## config.mk

```make
export PLATFORM = sky130hd
export DESIGN_NAME = hitlat_bank
export DESIGN_NICKNAME = d
export VERILOG_FILES = /design/src/rtl/hitlat_pkg.sv /design/src/rtl/hitlat_sync.sv /design/src/rtl/hitlat_chan.sv /design/src/rtl/hitlat_test.sv /design/src/rtl/hitlat_bank.sv
export SDC_FILE = /design/constraint.sdc
export NUM_CORES = 1
export LEC_CHECK = 0
export BUFFER_PORTS_ARGS = -buffer_cell sky130_fd_sc_hd__buf_2
export CAP_MARGIN = 20
export CORE_MARGIN = 2
export CORE_UTILIZATION = 50
export DETAILED_ROUTE_END_ITERATION = 7
export PLACE_DENSITY = 0.75
export SLEW_MARGIN = 10
export SYNTH_ARGS = -nofsm -noshare
export SYNTH_HDL_FRONTEND = slang
export SYNTH_SLANG_ARGS = --single-unit
```

## constraint.sdc

```tcl
create_clock -name clk -period 1.5 [get_ports clk]
set_clock_uncertainty 0.1 [all_clocks]
set_input_delay 0.3 -clock clk [delete_from_list [all_inputs] [get_ports clk]]
set_output_delay 0.3 -clock clk [all_outputs]
set_load 0.05 [all_outputs]
```

## src/rtl/hitlat_pkg.sv

```systemverilog
package hitlat_pkg;

   // control register bit positions (the bus decodes these)
   localparam int CTL_CLR  = 0;
   localparam int CTL_MASK = 1;
   localparam int CTL_ORM  = 2;
   localparam int CTL_IRQM = 3;
   localparam int CTL_BTN  = 4;
   localparam int CTL_USED = CTL_BTN + 1;

   typedef struct packed {
      logic irq_mask;
      logic or_mask;
      logic out_mask;
   } test_cfg_t;

endpackage

```

## src/rtl/hitlat_sync.sv

```systemverilog
module hitlat_sync #(
   parameter int W      = 1,
   parameter int STAGES = 2
) (
   input  logic         clk,
   input  logic         rst_n,
   input  logic [W-1:0] d_i,
   output logic [W-1:0] q_o
);

   generate
      if (STAGES == 0) begin : g_bypass
         assign q_o = d_i;
      end else begin : g_chain
         logic [W-1:0] pipe_q [STAGES];
         always_ff @(posedge clk) begin
            if (!rst_n) begin
               for (int s = 0; s < STAGES; s++) pipe_q[s] <= '0;
            end else begin
               pipe_q[0] <= d_i;
               for (int s = 1; s < STAGES; s++) pipe_q[s] <= pipe_q[s-1];
            end
         end
         assign q_o = pipe_q[STAGES-1];
      end
   endgenerate

endmodule

```

## src/rtl/hitlat_chan.sv

```systemverilog
module hitlat_chan (
   input  logic clk,
   input  logic rst_n,
   input  logic lvl_i,
   input  logic clr_first_i,
   input  logic clr_second_i,
   output logic first_o,
   output logic second_o
);

   logic prev_q;
   logic first_q;
   logic second_q;
   logic rise;

   assign rise = lvl_i & ~prev_q;

   always_ff @(posedge clk) begin
      if (!rst_n) begin
         prev_q   <= 1'b0;
         first_q  <= 1'b0;
         second_q <= 1'b0;
      end else begin
         prev_q   <= lvl_i;
         // a hit always overrides a clear arriving in the same cycle
         first_q  <= rise | (first_q & ~clr_first_i);
         second_q <= (rise & first_q) | (second_q & ~clr_second_i);
      end
   end

   assign first_o  = first_q;
   assign second_o = second_q;

   a_r2_edge_sets_first: assert property (@(posedge clk) disable iff (!rst_n)
      rise |=> first_o);

   a_r3_repeat_sets_second: assert property (@(posedge clk) disable iff (!rst_n)
      (rise && first_o) |=> second_o);

   a_r3_level_no_rehit: assert property (@(posedge clk) disable iff (!rst_n)
      (prev_q && lvl_i && !second_o) |=> !second_o);

   a_r4_first_cleared: assert property (@(posedge clk) disable iff (!rst_n)
      (clr_first_i && !rise) |=> !first_o);

   a_r5_second_cleared: assert property (@(posedge clk) disable iff (!rst_n)
      (clr_second_i && !(rise && first_o)) |=> !second_o);

   a_r5_first_kept: assert property (@(posedge clk) disable iff (!rst_n)
      (clr_second_i && !clr_first_i && first_o) |=> first_o);

   a_r6_hit_beats_clear: assert property (@(posedge clk) disable iff (!rst_n)
      (rise && clr_first_i) |=> first_o);

endmodule

```

## src/rtl/hitlat_test.sv

```systemverilog
module hitlat_test
   import hitlat_pkg::*;
(
   input  logic            clk,
   input  logic            rst_n,
   input  logic            btn_i,
   input  logic            ctl_wr_i,
   input  logic [CTL_IRQM:CTL_CLR] ctl_wdata_i,
   output logic            latch_o,
   output test_cfg_t       cfg_o,
   output logic            out_o,
   output logic            or_term_o,
   output logic            irq_term_o
);

   logic      prev_q;
   logic      latch_q;
   test_cfg_t cfg_q;
   logic      rise;
   logic      clr;

   assign rise = btn_i & ~prev_q;
   assign clr  = ctl_wr_i & ctl_wdata_i[CTL_CLR];

   always_ff @(posedge clk) begin
      if (!rst_n) begin
         prev_q  <= 1'b0;
         latch_q <= 1'b0;
         cfg_q   <= '0;
      end else begin
         prev_q  <= btn_i;
         latch_q <= rise | (latch_q & ~clr);
         if (ctl_wr_i) begin
            cfg_q.out_mask <= ctl_wdata_i[CTL_MASK];
            cfg_q.or_mask  <= ctl_wdata_i[CTL_ORM];
            cfg_q.irq_mask <= ctl_wdata_i[CTL_IRQM];
         end
      end
   end

   assign latch_o    = latch_q;
   assign cfg_o      = cfg_q;
   assign out_o      = latch_q & ~cfg_q.out_mask;
   assign or_term_o  = latch_q & ~cfg_q.or_mask;
   assign irq_term_o = latch_q & ~cfg_q.irq_mask;

   a_r9_clear_write: assert property (@(posedge clk) disable iff (!rst_n)
      (clr && !rise) |=> !latch_o);

   a_r9_edge_wins: assert property (@(posedge clk) disable iff (!rst_n)
      rise |=> latch_o);

   a_r8_cfg_holds: assert property (@(posedge clk) disable iff (!rst_n)
      !ctl_wr_i |=> $stable(cfg_o));

   a_r10_mask_blocks_out: assert property (@(posedge clk) disable iff (!rst_n)
      cfg_o.out_mask |-> !out_o);

endmodule

```

## src/rtl/hitlat_bank.sv

```systemverilog
module hitlat_bank
   import hitlat_pkg::*;
#(
   parameter int NCH         = 16,
   parameter int AW          = 8,
   parameter int DW          = 16,
   parameter int SYNC_STAGES = 2,
   parameter logic [AW-1:0] ADDR_FIRST  = 'h16,
   parameter logic [AW-1:0] ADDR_REPEAT = 'h18,
   parameter logic [AW-1:0] ADDR_TEST   = 'h1A
) (
   input  logic           clk,
   input  logic           rst_n,
   input  logic [NCH-1:0] hit_i,
   input  logic           btn_i,
   input  logic [AW-1:0]  bus_addr_i,
   input  logic           bus_rd_i,
   input  logic           bus_wr_i,
   input  logic [DW-1:0]  bus_wdata_i,
   output logic [DW-1:0]  bus_rdata_o,
   output logic           or_o,
   output logic           irq_o,
   output logic           test_out_o
);

   localparam int SW = NCH + 1;

   generate
      if (NCH < 1 || NCH > DW) begin : g_bad_nch
         initial $fatal(1, "hitlat_bank: NCH must be 1..DW");
      end
      if (DW < CTL_USED) begin : g_bad_dw
         initial $fatal(1, "hitlat_bank: DW too narrow for control register");
      end
      if (SYNC_STAGES < 0 || SYNC_STAGES > 4) begin : g_bad_sync
         initial $fatal(1, "hitlat_bank: SYNC_STAGES must be 0..4");
      end
      if (ADDR_FIRST == ADDR_REPEAT || ADDR_FIRST == ADDR_TEST ||
          ADDR_REPEAT == ADDR_TEST) begin : g_bad_map
         initial $fatal(1, "hitlat_bank: register offsets overlap");
      end
   endgenerate

   logic [SW-1:0]  raw_in;
   logic [SW-1:0]  sync_in;
   logic [NCH-1:0] hit_s;
   logic           btn_s;

   assign raw_in = {btn_i, hit_i};

   hitlat_sync #(.W(SW), .STAGES(SYNC_STAGES)) u_sync (
      .clk   (clk),
      .rst_n (rst_n),
      .d_i   (raw_in),
      .q_o   (sync_in)
   );

   assign hit_s = sync_in[NCH-1:0];
   assign btn_s = sync_in[NCH];

   // register decode
   logic rd_first, rd_repeat, rd_test, wr_test;
   assign rd_first  = bus_rd_i && (bus_addr_i == ADDR_FIRST);
   assign rd_repeat = bus_rd_i && (bus_addr_i == ADDR_REPEAT);
   assign rd_test   = bus_rd_i && (bus_addr_i == ADDR_TEST);
   assign wr_test   = bus_wr_i && (bus_addr_i == ADDR_TEST);

   logic [NCH-1:0] first_vec;
   logic [NCH-1:0] second_vec;

   generate
      for (genvar c = 0; c < NCH; c++) begin : g_chan
         hitlat_chan u_chan (
            .clk          (clk),
            .rst_n        (rst_n),
            .lvl_i        (hit_s[c]),
            .clr_first_i  (rd_first),
            .clr_second_i (rd_repeat),
            .first_o      (first_vec[c]),
            .second_o     (second_vec[c])
         );
      end
   endgenerate

   logic      test_latch;
   test_cfg_t test_cfg;
   logic      test_or_term;
   logic      test_irq_term;

   hitlat_test u_test (
      .clk         (clk),
      .rst_n       (rst_n),
      .btn_i       (btn_s),
      .ctl_wr_i    (wr_test),
      .ctl_wdata_i (bus_wdata_i[CTL_IRQM:CTL_CLR]),
      .latch_o     (test_latch),
      .cfg_o       (test_cfg),
      .out_o       (test_out_o),
      .or_term_o   (test_or_term),
      .irq_term_o  (test_irq_term)
   );

   // write data bits above the control field carry no meaning
   logic wdata_unused;
   assign wdata_unused = ^bus_wdata_i[DW-1:CTL_IRQM+1];

   // read words, zero-extended to the bus width
   logic [DW-1:0] first_word, second_word, ctl_word, rd_word;

   always_comb begin
      first_word             = '0;
      first_word[NCH-1:0]    = first_vec;
      second_word            = '0;
      second_word[NCH-1:0]   = second_vec;
      ctl_word               = '0;
      ctl_word[CTL_MASK]     = test_cfg.out_mask;
      ctl_word[CTL_ORM]      = test_cfg.or_mask;
      ctl_word[CTL_IRQM]     = test_cfg.irq_mask;
      ctl_word[CTL_BTN]      = btn_s;
      if (rd_first)       rd_word = first_word;
      else if (rd_repeat) rd_word = second_word;
      else if (rd_test)   rd_word = ctl_word;
      else                rd_word = '0;
   end

   always_ff @(posedge clk) begin
      if (!rst_n)        bus_rdata_o <= '0;
      else if (bus_rd_i) bus_rdata_o <= rd_word;
   end

   assign or_o  = (|first_vec) | test_or_term;
   assign irq_o = (|first_vec) | test_irq_term;

   a_r4_read_gives_prior: assert property (@(posedge clk) disable iff (!rst_n)
      rd_first |=> (bus_rdata_o == $past(first_word)));

   a_r5_read_gives_prior: assert property (@(posedge clk) disable iff (!rst_n)
      rd_repeat |=> (bus_rdata_o == $past(second_word)));

   a_r7_unmapped_zero: assert property (@(posedge clk) disable iff (!rst_n)
      (bus_rd_i && !rd_first && !rd_repeat && !rd_test) |=> (bus_rdata_o == '0));

   a_r8_ctl_clr_reads_zero: assert property (@(posedge clk) disable iff (!rst_n)
      rd_test |=> !bus_rdata_o[CTL_CLR]);

   a_r11_or_covers_irq_src: assert property (@(posedge clk) disable iff (!rst_n)
      (|first_vec) |-> (or_o && irq_o));

   a_r12_irq_masked_test: assert property (@(posedge clk) disable iff (!rst_n)
      (first_vec == '0 && test_cfg.irq_mask) |-> !irq_o);

   a_r1_idle_after_reset: assert property (@(posedge clk)
      $rose(rst_n) |-> (!or_o && !irq_o && !test_out_o && bus_rdata_o == '0));

endmodule

```

Word-level counts from Yosys, hierarchy flattened. Memories as Yosys holds them, arrays and structs flattened. Index checks and enable logic that the tools add are counted.

Equal/unequal tests: 3. Muxes and demuxes: 7. Bitwise gates (word level): 130. Reduce and logical (&&, ||, !) cells: 5.

Operator list (count): 1-bit AND (70); 1-bit OR (37); 17-bit 2-to-1 mux (2); 16-bit 2-to-1 mux (2); 8-bit by 5-bit == test with 1-bit output (second input constant) (3); 1-bit inverter (23); 16-bit OR reduction (1); 5-bit 2-to-1 mux (1); 1-bit logical AND (4); 1-bit 2-to-1 mux (2).

Memories: 1. Bits in writable memories: 34. Logic and storage cells: 200. Register bits after elaboration: 69.

Memory list: u_sync.g_chain.pipe_q (words 2, width 17, rd ports 2, clocked after memory_dff 0, wr ports 2, line hitlat_sync.sv:15) `logic [W-1:0] pipe_q [STAGES];`.

Depth between registers and ports, before layout. Gate-level depths: netlist (run 1).

Depth after elaboration: 6. Depth in mapped cells: 6. Mapped depth without buffers: 3.

Hierarchy. From an unflattened synthesis (run 1), not the netlist that was laid out.

Cells, all modules: 374. Area total of the unflattened synthesis: 3896.2 um2.

By module, submodules not included: hitlat_chan (instances 16, sequential area each 60.1 um2, area an instance 110.1 um2, cells an instance 10); hitlat_sync (instances 1, sequential area each 680.7 um2, area an instance 1078.5 um2, cells an instance 88); hitlat_bank (instances 1, sequential area each 320.3 um2, area an instance 860.8 um2, cells an instance 108); hitlat_test (instances 1, sequential area each 100.1 um2, area an instance 195.2 um2, cells an instance 18).

Worst setup path after synthesis (run 1). Ideal clock, no wire load.

Path kind: reg-to-output. Start: register u_test.latch_q (netlist: u_test.latch_o). End: output port irq_o. Path buffers: 0. Setup slack: -0.339 ns. Arrival: 1.439 ns. Cell stages (with the launch flop): 3. Cell sequence: dfxtp_1 inv_1 o21ai_0.

Longest elaborated chain between the ends: 2.

Ends and longest elaborated chain: start, declared (line hitlat_test.sv:17) `logic latch_q;`; start signal, assigned (line hitlat_test.sv:32) `latch_q <= rise | (latch_q & ~clr);`; 1-bit AND (line hitlat_test.sv:45) `assign irq_term_o = latch_q & ~cfg_q.irq_mask;`; 1-bit OR (line hitlat_bank.sv:132) `assign irq_o = (|first_vec) | test_irq_term;`; end, declared (line hitlat_bank.sv:22) `output logic irq_o,`.

Every way passes these cells.

Final worst setup path (run 1).
Start: register g_chan[0].u_chan.first_q. End: output port or_o.

Longest elaborated chain between the ends: 2.

Ends and longest elaborated chain: start, declared (line hitlat_chan.sv:12) `logic first_q;`; start signal, assigned (line hitlat_chan.sv:26) `first_q <= rise | (first_q & ~clr_first_i);`; 16-bit OR reduction (line hitlat_bank.sv:131) `assign or_o = (|first_vec) | test_or_term;`; 1-bit OR (line hitlat_bank.sv:131); end, declared (line hitlat_bank.sv:21) `output logic or_o,`.

Every way passes these cells.

==> impl_metrics.json, run 1 <==
{
  "run_status": "complete, but fails checks",
  "failed_checks": "negative setup slack",
  "setup.worst_path.class": "reg2out",
  "clock_path_buffers": 2,
  "h-tree-depth": 3,
  "routed_via_density": 5.190,
  "root_buffer": "clkbuf_8",
  "clock_latency_ns": 0.36,
  "cts.sinks": 103,
  "tritoncts": "done",
  "worstPathRequired_ns": 1.10,
  "postSynthAreaPerCell_um2": 9.692,
  "timing.critical_path.max_delay_family": "simple AND/OR/NAND/NOR gates",
  "worstSetupEndpointType": "output pin",
  "syn_inst": 394,
  "rsz0062_at_grt": "yes",
  "ys_top_cells_by_area": "dfxtp_1, and2_1, o21ai_0, and3b_1, nand3b_1",
  "antenna_found_initial": 0,
  "top_area_cell_type_share_of_the_netlist_area": 0.5400,
  "totalWireLength_mm": 7.496,
  "hpwlAfterDp_mm": 5.155,
  "die_wd_um": 91.39,
  "multiInputGateArea_mm2": 0.001669,
  "powerDensity_mw_per_mm2": 1084,
  "mappedNetlistNets": 439,
  "finalWorstPathRequiredPeriod_ns": 1.920,
  "crit_path_start_kind": "flip-flop",
  "area.growth.synth_to_final_pct": 20.35,
  "placementRows": 31,
  "cts_buffers": 9,
  "worstHoldEndpoint": "u_sync.g_chain.pipe_q[0][11]",
  "dr_total_vias": 2917,
  "worstHoldStart": "hit_i[11]",
  "fmax_ghz": 0.5208,
  "grt_start_max_net_pins": 49,
  "r2r_path_end": "g_chan[14].u_chan.second_o",
  "ys.warnings.count": 0,
  "fp.coreArea_mm2": 0.007331,
  "synth.ff_latch_count": 103,
  "critical_path_peak_fanout": 2,
  "post-route-period-util": 1.280,
  "worst_pin_slew_ns": 0.4138,
  "cap_violations": 0,
  "yosys.cell_count.top_type": "dfxtp_1",
  "drive_gt1_frac": 0.2765,
  "routedWlPerCell_um": 13.34,
  "critical_path.cell_chain": "nor4_4 > and4_4 > o21ai_2 > buf_6",
  "hold_path.class": "in2reg",
  "yosysTopAreaCell": "dfxtp_1",
  "overflow": 0,
  "finalMaxSlewViolations": 0,
  "grtUsageTotal": 0.1854,
  "fin_setup_tns_ns": -0.8319,
  "gp_routability_congestion": 0.8158,
  "ioPinCount": 64,
  "seq_area_mm2": 0.002067,
  "crit_cells": 4,
  "number_of_optimization_iterations_in_the_first_detailed_route_pass": 4,
  "power_leakage_nw": 1.893,
  "critPathArrivalTime_ns": 1.52,
  "synth_cell_type_count": 29,
  "synth-main-ff-cell": "dfxtp_1",
  "floorplan_die_area_mm2": 0.008352,
  "number_of_global_route_vias_before_repair": 2588,
  "drt.antenna.violating_nets": 0,
  "initial_utilization": 0.5209,
  "route.detailed.drc": 0,
  "peakVddDrop_mv": 0.5128,
  "finish.instance_area_mm2": 0.004596,
  "placed_cell_area_mm2": 0.004330,
  "critPathSlowestCell": "dfxtp_2",
  "cts.hold.buffers_added": 0,
  "global_route_wire_length_before_repair_mm": 12.39,
  "layout_setup_ws_ns": -0.4200,
  "ff2ff_setup_slack_ns": 0.29,
  "source_of_the_worst_register_to_register_timing_path": "g_chan[14].u_chan.first_o",
  "crit_path_max_incr_delay_ns": 0.34,
  "timing.max_slew.rel_slack": 0.7241,
  "synthesis.area_mm2": 0.003819,
  "die_height_um": 91.39,
  "worst-r2r-cell-count": 4,
  "antennaDiodeCount": 0,
  "port-buffer-count": 51,
  "whs_path_depth": 2,
  "clk_transition_reported_paths_ns": 0.09,
  "asyncSetResetFlopFracSynth": 0,
  "drtIter0Drc": 144,
  "synth_commonest_cells": "dfxtp_1, and2_1, o21ai_0, nand2_1, clkbuf_1",
  "crit_buf_inv": 1,
  "final-hold-violation-count": 0,
  "fillers": 606,
  "final_net_count": 504,
  "synth_sequential_area_ratio": 0.5400,
  "number_of_enable_flip_flop_cells_after_synthesis": 0,
  "finalSetupViolations": 2
}
## where the power goes
group | switching (mW) | internal, mW
clock | 0.906 | 0.646
combinational | 0.305 | 0.226
sequential | 0.0595 | 2.84
total | 1.27 | 3.71
## flip-flops by register name, indices dropped and copies added, names as in the netlist
signal / cells
u_test.latch_o: 1
g_chan.u_chan.second_o: 16
u_test.prev_q: 1
g_chan.u_chan.first_o: 16
bus_rdata_o: 16
u_sync.g_chain.pipe_q: 34
u_test.cfg_o: 3
g_chan.u_chan.prev_q: 16
## worst max-delay path by stage
stage	endpoint	from
after floorplan	irq_o	u_test.latch_o
after global placement	irq_o	g_chan[11].u_chan.first_o
after detailed placement	or_o	g_chan[11].u_chan.first_o
after CTS	or_o	g_chan[2].u_chan.first_o
after global routing	or_o	g_chan[0].u_chan.first_o
final	or_o	g_chan[0].u_chan.first_o
## what timing repair did
action                     4_1_cts  5_1_grt
pin swaps                        4        4
setup endpoints to repair        3        3
setup buffers                    0        0
resized for setup               12       13
## final cells by class
type,count,area share
flip-flops and latches,103,0.4498
multi-input cells,260,0.3632
repair buffers,84,0.1217
clock buffers,11,0.03077
well taps,99,0.02695
clock inverters,4,0.006806
inverters,1,0.0008168
## through the flow
step / utilization / total power [mW] / instances / hold slack [ns] / setup WS, ns
after floorplan: - / 3.251 / 394 / 0.3119 / -0.3386
after global placement: 0.5907 / 3.425 / 547 / 0.3169 / -0.1453
after detailed placement: 0.5907 / 3.442 / 547 / 0.3177 / -0.1620
after CTS: 0.6199 / 4.985 / 562 / 0.01849 / -0.4632
after global routing: 0.6269 / 5.204 / 562 / 0.02664 / -0.4732
final: 0.6269 / 4.983 / 562 / 0.02586 / -0.4200
## layer usage
metal | vias up | part of all wire | GRT usage
met5 | - | 0 | 0
met4 | 0 | 0.019 | 0.08712
met3 | 11 | 0.051 | 0.03817
met2 | 76 | 0.44 | 0.2653
met1 | 1320 | 0.49 | 0.2663
li1 | 1510 | - | -
## cells in the final DEF (no fill, tap or decap)
master      synthesis  routed
and4bb_2            1       1
buf_6               1       3
a31oi_1            16      16
and4_4              0       1
dfxtp_1           103      99
nand2_1            22      22
inv_2               0       1
clkbuf_8            0      10
clkinvlp_4          0       3
nor3b_1             1       1
a21oi_1            17      17
nor4_2              0       1
nand3b_1           16      16
o21ai_0            41      39
o21ai_2            10      12
nand3_1            16      16
clkbuf_1           18       1
buf_2               5      48
nand4_1            16      16
buf_4               4      30
inv_6               0       1
nor2_1             17      16
and3_1              3       3
and3b_1            16      16
nor2b_1             2       2
and2_1             51      51
nor4b_4             2       2
mux2i_1             3       3
mux2_2              4       4
nor4_4              0       3
nor2_4              0       1
dfxtp_2             0       4
nor4b_1             1       1
buf_12              0       3
## worst reg2reg max path, stage by stage, from the launching register on
cell,delay [ns]
dfxtp_1,0.45
buf_4,0.18
and3b_1,0.22
o21ai_0,0.09
a21oi_1,0.13
## cells by family after synthesis
logic type / Yosys count / share of synthesized area
and+or+nand+nor: 169 / 0.2743
DFF: 103 / 0.5400
AOI/OAI and AO/OA: 84 / 0.1252
buffers and inverters: 31 / 0.04095
muxes: 7 / 0.01966
(Power assumes the default switching activity.)
==> run 2: changes to the inputs <==
--- a/config.mk
+++ b/config.mk
@@ -14,4 +14,5 @@
 export SLEW_MARGIN = 10
 export SYNTH_ARGS = -nofsm -noshare
 export SYNTH_HDL_FRONTEND = slang
+export SYNTH_HIERARCHICAL = 1
 export SYNTH_SLANG_ARGS = --single-unit
==> run 2 against run 1 <==
The flow still finishes with violations (negative setup slack). Core utilization up 3.3 points. Flip-flop and latch count did not move. Combinational power up 4.5%. First-iteration DRC count grew 54%. Global-route usage is essentially flat. Synthesized cell count fell by 5.1%. Highest routed layer unchanged.
==> impl_metrics.json, run 2 <==
{
  "h-tree-depth": 3,
  "grt_start_max_net_pins": 65,
  "ys.warnings.count": 6,
  "final-hold-violation-count": 0,
  "timing.max_slew.rel_slack": 0.6682,
  "clock_path_buffers": 2,
  "final_net_count": 494,
  "power_leakage_nw": 2.016,
  "mappedNetlistNets": 419,
  "synth.ff_latch_count": 103,
  "synth_sequential_area_ratio": 0.5292,
  "dr_total_vias": 2817,
  "clk_transition_reported_paths_ns": 0.10,
  "die_wd_um": 92.28,
  "worstPathRequired_ns": 1.10,
  "peakVddDrop_mv": 0.5597,
  "number_of_enable_flip_flop_cells_after_synthesis": 0,
  "drtIter0Drc": 222,
  "routed_via_density": 5.067,
  "synth_cell_type_count": 34,
  "crit_path_start_kind": "flip-flop",
  "r2r_path_end": "bus_rdata_o[2]",
  "setup.worst_path.class": "reg2out",
  "synth-main-ff-cell": "dfxtp_1",
  "initial_utilization": 0.5095,
  "top_area_cell_type_share_of_the_netlist_area": 0.5292,
  "finalSetupViolations": 50,
  "finalMaxSlewViolations": 0,
  "area.growth.synth_to_final_pct": 29.61,
  "synth_commonest_cells": "dfxtp_1, nand2_1, and2_2, nand2b_1",
  "number_of_flip_flops_in_the_largest_register": 34,
  "routedWlPerCell_um": 14.29,
  "largest_register": "u_sync/g_chain.pipe_q",
  "port-buffer-count": 51,
  "layout_setup_ws_ns": -0.6538,
  "critical_path_peak_fanout": 2,
  "powerDensity_mw_per_mm2": 1006,
  "finalWorstPathRequiredPeriod_ns": 2.154,
  "whs_path_depth": 2,
  "drt.antenna.violating_nets": 0,
  "worstHoldEndpoint": "u_sync/g_chain.pipe_q[0][7]",
  "clock_latency_ns": 0.36,
  "dpl_worst_slack_ns": -0.4525,
  "source_of_the_worst_register_to_register_timing_path": "u_test/cfg_o[1]",
  "number_of_global_route_vias_before_repair": 2616,
  "post-route-period-util": 1.436,
  "postSynthAreaPerCell_um2": 10.42,
  "number_of_optimization_iterations_in_the_first_detailed_route_pass": 6,
  "hold_path.class": "in2reg",
  "worstSetupEndpointType": "output pin",
  "cts.sinks": 103,
  "antenna_found_initial": 0,
  "route.detailed.drc": 0,
  "rsz0062_at_grt": "yes",
  "ioPinCount": 64,
  "worst-r2r-cell-count": 2,
  "final_cells": 556,
  "gp_routability_congestion": 0.8398,
  "worstHoldStart": "hit_i[7]",
  "worst_pin_slew_ns": 0.4939,
  "floorplan_die_area_mm2": 0.008515,
  "hpwlAfterDp_mm": 4.371,
  "drive_gt1_frac": 0.4780,
  "failed_checks": "negative setup slack",
  "fin_setup_tns_ns": -8.637,
  "final_common_cell": "dfxtp_1",
  "overflow": 0,
  "total_power_mw": 5.080,
  "cts_buffers": 9,
  "tritoncts": "done",
  "yosysTopAreaCell": "dfxtp_1",
  "placed_cells_incl_taps": 530,
  "totalWireLength_mm": 7.948,
  "ff2ff_setup_slack_ns": 0.47,
  "grtUsageTotal": 0.1851,
  "placementRows": 32,
  "fmax_ghz": 0.4643,
  "cap_violations": 0,
  "root_buffer": "clkbuf_8",
  "syn_inst": 374,
  "fp.coreArea_mm2": 0.007647,
  "critPathArrivalTime_ns": 1.75,
  "global_route_wire_length_before_repair_mm": 12.32,
  "die_height_um": 92.28,
  "asyncSetResetFlopFracSynth": 0,
  "synthesis.area_mm2": 0.003896,
  "fillers": 564,
  "run_status": "complete, but fails checks",
  "commonest_cells_after_routing_fill_and_taps_aside": "dfxtp_1, buf_2, and2_2, nand2b_4",
  "yosys.cell_count.top_type": "dfxtp_1",
  "ys_top_cells_by_area": "dfxtp_1, and2_2, nand2b_4, nand2_1, buf_4",
  "cts.hold.buffers_added": 0,
  "antennaDiodeCount": 0
}
-- run 2: cell count changes after synthesis, moves of 17 or more --
cell / previous run / this run
nand2_1: 22 / 46
and2_2: 0 / 34
and2_1: 51 / 17
nand2b_1: 0 / 18
o21ai_0: 41 / 12
a21oi_1: 17 / 0
-- run 2: cells by family (layout without fill, tap and decap cells) --
| group | count (synthesis) | in the layout | synth area share |
|---|---|---|---|
| AND/OR/NAND/NOR | 176 | 176 | 0.3083 |
| flip-flops | 103 | 103 | 0.5292 |
| multiplexers | 3 | 3 | 0.007707 |
| buffers and inverters | 27 | 107 | 0.04977 |
| AO/OA/AOI/OAI | 65 | 65 | 0.1050 |
-- run 2: metal layers --
metal,wire length [um],track usage,vias to the layer above
li1,-,-,1400
met1,3663,0.2495,1308
met2,3696,0.2751,93
met3,407,0.04273,16
met4,180,0.1007,0
met5,0,0,-
-- run 2: area by class of cell --
| class | instances | area, um^2 | share of cell area |
|---|---|---|---|
| flip-flops and latches | 103 | 2064 | 0.4088 |
| multi-input cells | 244 | 1939 | 0.3840 |
| inverters | 1 | 3.754 | 0.0007433 |
| clock buffers | 10 | 137.6 | 0.02725 |
| repair buffers | 90 | 724.4 | 0.1435 |
| well taps | 102 | 127.6 | 0.02527 |
| clock inverters | 6 | 52.55 | 0.01041 |
-- run 2: what timing repair did --
action	in CTS	in global routing
cloned	6	0
pin swaps	22	33
buffers inserted	4	5
setup endpoints to repair	51	52
resized for setup	36	50
-- run 2: stage by stage --
stage	hold slack, ns	utilization	instance area (um^2)
floorplan	0.3204	-	3911
detailed placement	0.3260	0.5717	4372
global placement	0.3271	0.5717	4372
CTS	0.03314	0.6356	4861
finish	0.04865	0.6603	5050
global route	0.02913	0.6603	5050
-- run 2: power breakdown --
part	switching [mW]	leakage (nW)	internal, mW
sequential	0.0535	0.844	2.83
combinational	0.292	1.07	0.263
clock	0.961	0.0978	0.676
total	1.31	2.02	3.77
-- run 2: worst max-delay path by stage --
stage / startpoint / to / slack [ns]
after floorplan: bus_addr_i[5] / g_chan[15].u_chan/second_o / -0.29
after global placement: bus_addr_i[5] / bus_rdata_o[11] / -0.42
after detailed placement: bus_addr_i[5] / u_test/latch_o / -0.45
after CTS: g_chan[8].u_chan/first_o / or_o / -0.63
after global routing: g_chan[11].u_chan/first_o / or_o / -0.75
final: g_chan[11].u_chan/first_o / or_o / -0.65
-- run 2: worst max-delay path, cell delays in order (launching register included) --
cell and delay (ns):
dfxtp_2 0.35, nor4_4 0.28, buf_4 0.15, nand4_1 0.15
or2_4 0.30, buf_6 0.15
